--- config.mk ---
export PLATFORM = sky130hd
export DESIGN_NAME = rx_desc_writeback
export DESIGN_NICKNAME = d
export VERILOG_FILES = /design/src/rtl/rx_wb_pkg.sv /design/src/rtl/rx_wb_ctrl.sv /design/src/rtl/rx_wb_datapath.sv /design/src/rtl/rx_desc_writeback.sv
export SDC_FILE = /design/constraint.sdc
export NUM_CORES = 1
export LEC_CHECK = 0
export CAP_MARGIN = 20
export CORE_MARGIN = 10
export CORE_UTILIZATION = 36
export CTS_CLUSTER_DIAMETER = 200
export DETAILED_ROUTE_END_ITERATION = 8
export DONT_BUFFER_PORTS = 1
export GPL_TIMING_DRIVEN = 0
export HOLD_SLACK_MARGIN = 0.1
export PLACE_DENSITY = 0.58
export SKIP_CTS_REPAIR_TIMING = 1
export SYNTH_ARGS = -nofsm -noshare
export SYNTH_HDL_FRONTEND = slang
export SYNTH_HIERARCHICAL = 1
export SYNTH_SLANG_ARGS = --single-unit
--- constraint.sdc ---
create_clock -name clk -period 4.29 [get_ports clk]
set_input_delay 0.6435 -clock clk [delete_from_list [all_inputs] [get_ports clk]]
set_output_delay 0.6435 -clock clk [all_outputs]
set_load 0.01 [all_outputs]
--- src/rtl/rx_wb_pkg.sv ---
package rx_wb_pkg;

  localparam int WordW = 32;
  localparam int LaneN = WordW / 8;
  localparam int DescBytes = 16;

  // descriptor word 0 bit positions
  localparam int RdyPos = 31;
  localparam int EorPos = 30;
  localparam int FirstPos = 29;
  localparam int LastPos = 28;
  localparam int OddPos = 22;
  localparam int RuntPos = 21;
  localparam int LongPos = 20;
  localparam int CrcPos = 19;
  localparam int ErrPos = 18;
  localparam int BcastPos = 17;
  localparam int McastPos = 16;

  // side-band status index
  localparam int StMcast = 0;
  localparam int StBcast = 1;
  localparam int StErr = 2;
  localparam int StCrc = 3;
  localparam int StOdd = 4;
  localparam int StatW = 5;

  typedef enum logic [2:0] {
    sOff, sFetch0, sFetch3, sWait3, sArmed, sRecv, sWrBack, sNoBuf
  } engState_t;

  typedef struct packed {
    logic loadBase;
    logic rdWord0;
    logic rdWord3;
    logic capWord0;
    logic capWord3;
    logic startFrame;
    logic takeByte;
    logic writeBack;
    logic advance;
  } engStrobe_t;

endpackage

--- src/rtl/rx_wb_ctrl.sv ---
module rx_wb_ctrl
  import rx_wb_pkg::*;
(
  input  logic       clk,
  input  logic       rstN,
  input  logic       cfgEnable,
  input  logic       inValid,
  input  logic       inLast,
  input  logic       descOwned,
  output logic       inReady,
  output engStrobe_t stb,
  output logic       irqNoBuf,
  output logic       irqLost
);

  engState_t state, nextState;
  logic dropBusy;
  logic dropEnd;

  always_comb begin
    nextState = state;
    stb = '0;
    inReady = 1'b0;
    dropEnd = 1'b0;
    unique case (state)
      sOff: begin
        stb.loadBase = 1'b1;
        if (cfgEnable) nextState = sFetch0;
      end
      sFetch0: begin
        stb.rdWord0 = 1'b1;
        nextState = sFetch3;
      end
      sFetch3: begin
        stb.capWord0 = 1'b1;
        stb.rdWord3 = 1'b1;
        nextState = sWait3;
      end
      sWait3: begin
        stb.capWord3 = 1'b1;
        nextState = descOwned ? sNoBuf : sArmed;
      end
      sArmed: begin
        inReady = cfgEnable;
        if (!cfgEnable) nextState = sOff;
        else if (inValid) begin
          stb.startFrame = 1'b1;
          stb.takeByte = 1'b1;
          nextState = inLast ? sWrBack : sRecv;
        end
      end
      sRecv: begin
        inReady = 1'b1;
        if (inValid) begin
          stb.takeByte = 1'b1;
          if (inLast) nextState = sWrBack;
        end
      end
      sWrBack: begin
        stb.writeBack = 1'b1;
        stb.advance = 1'b1;
        nextState = cfgEnable ? sFetch0 : sOff;
      end
      sNoBuf: begin
        inReady = 1'b1;
        if (inValid) begin
          if (inLast) begin
            dropEnd = 1'b1;
            nextState = cfgEnable ? sFetch0 : sOff;
          end
        end else if (!dropBusy) begin
          nextState = cfgEnable ? sFetch0 : sOff;
        end
      end
      default: nextState = sOff;
    endcase
  end

  always_ff @(posedge clk or negedge rstN) begin
    if (!rstN) begin
      state <= sOff;
      dropBusy <= 1'b0;
      irqNoBuf <= 1'b0;
      irqLost <= 1'b0;
    end else begin
      state <= nextState;
      irqNoBuf <= dropEnd;
      irqLost <= dropEnd;
      if (state == sNoBuf && inValid) dropBusy <= !inLast;
    end
  end

endmodule

--- src/rtl/rx_wb_datapath.sv ---
module rx_wb_datapath
  import rx_wb_pkg::*;
#(
  parameter int AddrW = 32,
  parameter int CntW = 14,
  parameter int RuntLen = 64
) (
  input  logic             clk,
  input  logic             rstN,
  input  engStrobe_t       stb,
  input  logic [AddrW-1:0] cfgRingBase,
  input  logic [CntW-1:0]  cfgBufSize,
  input  logic [7:0]       inData,
  input  logic             inLast,
  input  logic [StatW-1:0] inStat,
  input  logic [WordW-1:0] memRdData,
  output logic             descOwned,
  output logic             memWrEn,
  output logic             memRdEn,
  output logic [AddrW-1:0] memAddr,
  output logic [WordW-1:0] memWrData,
  output logic [LaneN-1:0] memByteEn
);

  localparam int AccW = WordW - 8;
  localparam int PadW = AddrW - CntW;

  logic [AddrW-1:0] descAddr;
  logic [AddrW-1:0] bufBase;
  logic             eorFlag;
  logic [CntW-1:0]  byteCnt;
  logic             truncFlag;
  logic [AccW-1:0]  wordAcc;
  logic [StatW-1:0] statHold;

  logic [CntW-1:0]  curCnt;
  logic             curTrunc;
  logic             room;
  logic             storeByte;
  logic [1:0]       lane;
  logic             flush;
  logic [WordW-1:0] packWord;
  logic [LaneN-1:0] laneMask;
  logic [AddrW-1:0] dataAddr;
  logic [WordW-1:0] wbWord;
  logic             runt;

  assign curCnt = stb.startFrame ? '0 : byteCnt;
  assign curTrunc = stb.startFrame ? 1'b0 : truncFlag;
  assign room = curCnt < cfgBufSize;
  assign storeByte = stb.takeByte && room;
  assign lane = curCnt[1:0];
  assign flush = storeByte && (lane == 2'd3 || inLast || (curCnt + 1'b1) == cfgBufSize);
  assign dataAddr = bufBase + {{PadW{1'b0}}, curCnt[CntW-1:2], 2'b00};

  always_comb begin
    packWord = {8'h00, wordAcc};
    packWord[{lane, 3'b000} +: 8] = inData;
    unique case (lane)
      2'd0: laneMask = 4'b0001;
      2'd1: laneMask = 4'b0011;
      2'd2: laneMask = 4'b0111;
      default: laneMask = 4'b1111;
    endcase
  end

  assign runt = !truncFlag && (byteCnt < CntW'(RuntLen));

  always_comb begin
    wbWord = '0;
    wbWord[RdyPos] = 1'b1;
    wbWord[EorPos] = eorFlag;
    wbWord[FirstPos] = 1'b1;
    wbWord[LastPos] = 1'b1;
    wbWord[OddPos] = statHold[StOdd];
    wbWord[RuntPos] = runt;
    wbWord[LongPos] = truncFlag;
    wbWord[CrcPos] = statHold[StCrc];
    wbWord[ErrPos] = statHold[StErr];
    wbWord[BcastPos] = statHold[StBcast];
    wbWord[McastPos] = statHold[StMcast];
    wbWord[CntW-1:0] = byteCnt;
  end

  always_comb begin
    memWrEn = 1'b0;
    memRdEn = 1'b0;
    memAddr = descAddr;
    memWrData = wbWord;
    memByteEn = '1;
    if (stb.writeBack) begin
      memWrEn = 1'b1;
    end else if (flush) begin
      memWrEn = 1'b1;
      memAddr = dataAddr;
      memWrData = packWord;
      memByteEn = laneMask;
    end else if (stb.rdWord0) begin
      memRdEn = 1'b1;
    end else if (stb.rdWord3) begin
      memRdEn = 1'b1;
      memAddr = descAddr + AddrW'(12);
    end
  end

  always_ff @(posedge clk or negedge rstN) begin
    if (!rstN) begin
      descAddr <= '0;
      bufBase <= '0;
      eorFlag <= 1'b0;
      descOwned <= 1'b0;
      byteCnt <= '0;
      truncFlag <= 1'b0;
      wordAcc <= '0;
      statHold <= '0;
    end else begin
      if (stb.loadBase) descAddr <= cfgRingBase;
      else if (stb.advance) descAddr <= eorFlag ? cfgRingBase : descAddr + AddrW'(DescBytes);
      if (stb.capWord0) begin
        descOwned <= memRdData[RdyPos];
        eorFlag <= memRdData[EorPos];
      end
      if (stb.capWord3) bufBase <= memRdData;
      if (stb.takeByte) begin
        byteCnt <= curCnt + CntW'(storeByte);
        truncFlag <= curTrunc | !room;
        if (storeByte && lane != 2'd3) wordAcc[{lane, 3'b000} +: 8] <= inData;
        if (inLast) statHold <= inStat;
      end
    end
  end

endmodule

--- src/rtl/rx_desc_writeback.sv ---
module rx_desc_writeback
  import rx_wb_pkg::*;
#(
  parameter int AddrW = 32,
  parameter int CntW = 14,
  parameter int RuntLen = 64
) (
  input  logic             clk,
  input  logic             rstN,
  input  logic             cfgEnable,
  input  logic [AddrW-1:0] cfgRingBase,
  input  logic [CntW-1:0]  cfgBufSize,
  input  logic             inValid,
  output logic             inReady,
  input  logic [7:0]       inData,
  input  logic             inLast,
  input  logic [4:0]       inStat,
  output logic             memWrEn,
  output logic             memRdEn,
  output logic [AddrW-1:0] memAddr,
  output logic [31:0]      memWrData,
  output logic [3:0]       memByteEn,
  input  logic [31:0]      memRdData,
  output logic             irqNoBuf,
  output logic             irqLost
);

  engStrobe_t stb;
  logic descOwned;

  rx_wb_ctrl ctrl (
    .clk(clk), .rstN(rstN), .cfgEnable(cfgEnable),
    .inValid(inValid), .inLast(inLast), .descOwned(descOwned),
    .inReady(inReady), .stb(stb), .irqNoBuf(irqNoBuf), .irqLost(irqLost)
  );

  rx_wb_datapath #(.AddrW(AddrW), .CntW(CntW), .RuntLen(RuntLen)) dp (
    .clk(clk), .rstN(rstN), .stb(stb),
    .cfgRingBase(cfgRingBase), .cfgBufSize(cfgBufSize),
    .inData(inData), .inLast(inLast), .inStat(inStat),
    .memRdData(memRdData), .descOwned(descOwned),
    .memWrEn(memWrEn), .memRdEn(memRdEn), .memAddr(memAddr),
    .memWrData(memWrData), .memByteEn(memByteEn)
  );

endmodule

==> metrics.md <==
| Metric | Value |
|---|---|
| Worst-path clk slew | `~0.060 ns` |
| GRT Resource Usage Total | `about a fifth` |
| Syn avg cell area | `8.388 sq um` |
| First-pass GRT wire length | `52.56 mm` |
| Area grow syn2layout | `26.70%` |
| Sequential share of power | `25.7%` |
| Synthesis Warnings | `6` |
| CTS H-tree depth | `4` |
| Max_slew headroom | `around a fifth` |
| Number of global-route vias before repair | `8,605` |
| Clock Skews | `0.008254 ns` |
| Finished Cell Area | `11,870 sq um` |
| Arrival @ worst endpoint | `4.39 ns` |
| Startpoint types | `flip-flop` |
| Final Hold Vio Count | `0` |
| Root Driver | `clkbuf_16` |
| Initial antenna violation count | `3` |
| CP top delay family | `simple AND/OR/NAND/NOR gates` |
| Failing checks | `setup timing` |
| Critical Path Fanout Max | `6` |
| RSZ-0062 raised after global routing | `true` |
| Filler cells | `2,410` |
| CP Cell Sequence | `buf_6, nor4b_4, buf_6, buf_8, inv_6, buf_12, nand2_8, clkinvlp_4, ha_4, nor3b_4, nor3_2, a2111oi_2, o211ai_1, nand3_2, or2_1, buf_6, nor2_4, buf_8, mux2i_4` |
| Cells after Synth | `1,117` |
| Placer Congestion | `0.9288` |
| WL/cell | `23.38 microns` |
| Ports | `169` |
| Via count | `between 9,000 and 10,000` |
| Least-Margin Pin Slew | `1.188 ns` |
| Clock Sinks | `115` |
| Async S/R FF share, synth | `100.0%` |
| Number of distinct library cells after synthesis | `92` |
| Die X | `181.3 microns` |
| Register area share after synthesis | `30.72%` |
| Setup ws final | `-0.7401 ns` |
| Peak supply drop | `around 0.00033 V` |
| Largest net degree at the start of global routing | `116` |
| Fraction of layout instances using a drive strength above 1 | `24.83%` |
| Clk_lat worst skew | `around 0.42 ns` |
| Most frequent cells in the layout | `dfrtp_1, nand2_1, a21oi_1, nor2_1, xnor2_1` |
| Slowest CP cell | `dfrtp_1` |
| Worst Hold Slack | `0.1889 ns` |
| M1 GR Usage | `between 20% and 30%` |
| Num CTS Buffers | `17` |
| Post-route ant nets | `0` |
| Req. time, crit path | `3.65 ns` |
| Initial DRT Pass Iterations | `5` |
| Nets | `between 1,000 and 1,500` |
| Pwr Density | `624.0 nW/um^2` |
| Register bit count reported by yosys | `roughly 120` |
| Fmax | `0.1988 GHz` |
| Routed wire length | `roughly 36 mm` |
| Leak | `4.611 nW` |
| Max-slew violations | `0` |
| Place WS | `-1.309 ns` |
| Mapped Nets | `approximately 1,200` |
| Max-cap viol count | `0` |
| Pint | `~4 mW` |
| Clock group share of total power | `around a fifth` |
| HPWL after DPL | `26.32 mm` |
| CTS tree | `yes` |
| Post-synth design cell area | `9369 sq um` |
| 1st-iter DRT viols | `1,096` |
| Port bufs | `0` |
| Logic pwr share | `53.8%` |
| Min Clock Period, post-route | `5.030 ns` |
| Design Power | `7.407 mW` |
| Setup crit end kind | `output pin` |
| Ys flop type | `dfrtp_1` |
| Worst Setup Path Type | `reg -> out` |
| Aggregate global routing overflow | `0` |
| Clock buffer depth | `2` |
| Vias per cell | `between 5 and 6` |
| Worst hold path class | `in -> async` |
| Setup TNS | `-43.72 ns` |
| Met3 GRT Util | `6.733%` |
| Crit share post-route | `117.3%` |
| Die height | `~180 microns` |
| Final setup fails | `between 70 and 80` |
| Grt peak-use layer | `met2` |
| Most frequent CP cell | `buf_6` |
| Row count | `58` |
| Post-synth EDFFs | `0` |
| Slowest Stage Delay on Critical Path | `0.43 ns` |
| Placeable Area | `25,400 sq um` |
| Starting density of the core | `between 30% and 40%` |
| Die area | `32,880 sq um` |
| Commonest non-fill, non-tap cell in the layout | `dfrtp_1` |
| Status | `finished with violations` |
| Net Sw Frac | `roughly 45%` |
| GR Util met2 | `31.46%` |
| Cell Area, Placed | `9837 sq um` |
| Psw | `3.359 mW` |
| Critical path buffer and inverter count | `8` |
| # DRC | `0` |
[worst paths after layout]
check	from	to	slack, ns	cells after the start
min in group clk	cfgRingBase[0]	dp/descAddr[0]	0.33	2
hold reg to reg	dp/wordAcc[6]	dp/wordAcc[6]	0.49	1
setup reg to reg	ctrl/state[0]	dp/byteCnt[13]	-0.24	24
max in group asynchronous	rstN	dp/descAddr[22]	3.65	1
hold / removal	rstN	dp/byteCnt[8]	0.19	1
setup / recovery	ctrl/state[0]	memAddr[20]	-0.74	19
[flip-flops by register name (all words and copies together) (netlist names)]
name           flops
ctrl/dropBusy      1
ctrl/irqLost       1
ctrl/state         3
dp/bufBase        32
dp/byteCnt        14
dp/descAddr       32
dp/descOwned       1
dp/eorFlag         1
dp/statHold        5
dp/truncFlag       1
dp/wordAcc        24
[cells in the mapped netlist (all sizes together), types with 5 or more instances]
master  number  area [sq um]
o22ai       25         156.4
nand2b      11         76.32
a21oi      119         595.6
or3          5         31.28
nand2      106         400.4
a22o        25         219.0
nand4       19         118.9
and4         6         52.55
o31ai        5         51.30
nor4         8         62.56
nand3       27         140.1
inv         31         116.4
nor3        35         195.2
ha          18         225.2
o22a         7         61.31
nor2b       41         259.0
dfrtp      115          2878
and2b        6         45.04
and2        12         75.07
and3        20         125.1
o21ai       56         295.3
buf         40         240.2
o211ai       7         52.55
xor2        31         271.5
mux2        42         473.0
o21a         5         38.79
a211oi       5         42.54
clkbuf      39         152.6
nor2        73         281.5
o211a        5         50.05
a22oi        6         45.04
nor3b       12         120.1
a31oi       12         90.09
mux2i       25         250.2
xnor2       57         499.2
[power groups by stage]
| stage | combinational, mW | clock, mW | sequential (mW) |
|---|---|---|---|
| 2_1_floorplan | 2.52 | 0 | 1.77 |
| 3_3_place_gp | 3.28 | 0 | 1.89 |
| 3_5_place_dp | 3.32 | 0 | 1.91 |
| 4_1_cts | 3.34 | 1.54 | 1.89 |
| 5_1_grt | 4.29 | 1.59 | 1.96 |
| 6_report | 3.98 | 1.52 | 1.90 |
[logic make-up (layout without fill, tap and decap cells)]
logic type                 after synthesis  in the layout  share of synthesized area, %
DFF                                    115            115                         30.72
adders and majority gates               20             20                         2.618
buffers and inverters                  110            201                         5.435
muxes                                   67             67                         7.719
and+or+nand+nor                        405            405                         23.52
AOI/OAI and AO/OA                      311            311                         21.73
xor gates and xnor gates                88             88                         8.227
other                                    1              3                       0.04003
[through the flow]
stage	instances	utilization, %
final	1540	46.73
after global routing	1538	46.71
after CTS	1481	41.15
after detailed placement	1449	38.73
after global placement	1447	38.66
after floorplan	1117	-
[per-layer routing]
| layer | wire length [microns] | up-vias |
|---|---|---|
| met5 | 13 | - |
| met4 | 674 | 2 |
| met3 | 3608 | 54 |
| met2 | 16460 | 410 |
| met1 | 15240 | 4538 |
| li1 | - | 4223 |
[final cells by class]
cell class | instances | area (sq um) | share of cell area [%]
diodes | 2 | 5.005 | 0.04216
repair buffers | 59 | 585.6 | 4.933
clock inverters | 14 | 186.4 | 1.571
inverters | 31 | 131.4 | 1.107
clock buffers | 18 | 429.2 | 3.615
multi-input cells | 892 | 6718 | 56.59
plain buffers | 79 | 524.3 | 4.417
flip-flops and latches | 115 | 2878 | 24.24
well taps | 330 | 412.9 | 3.478
No activity file was read; power rests on OpenSTA's default activity.
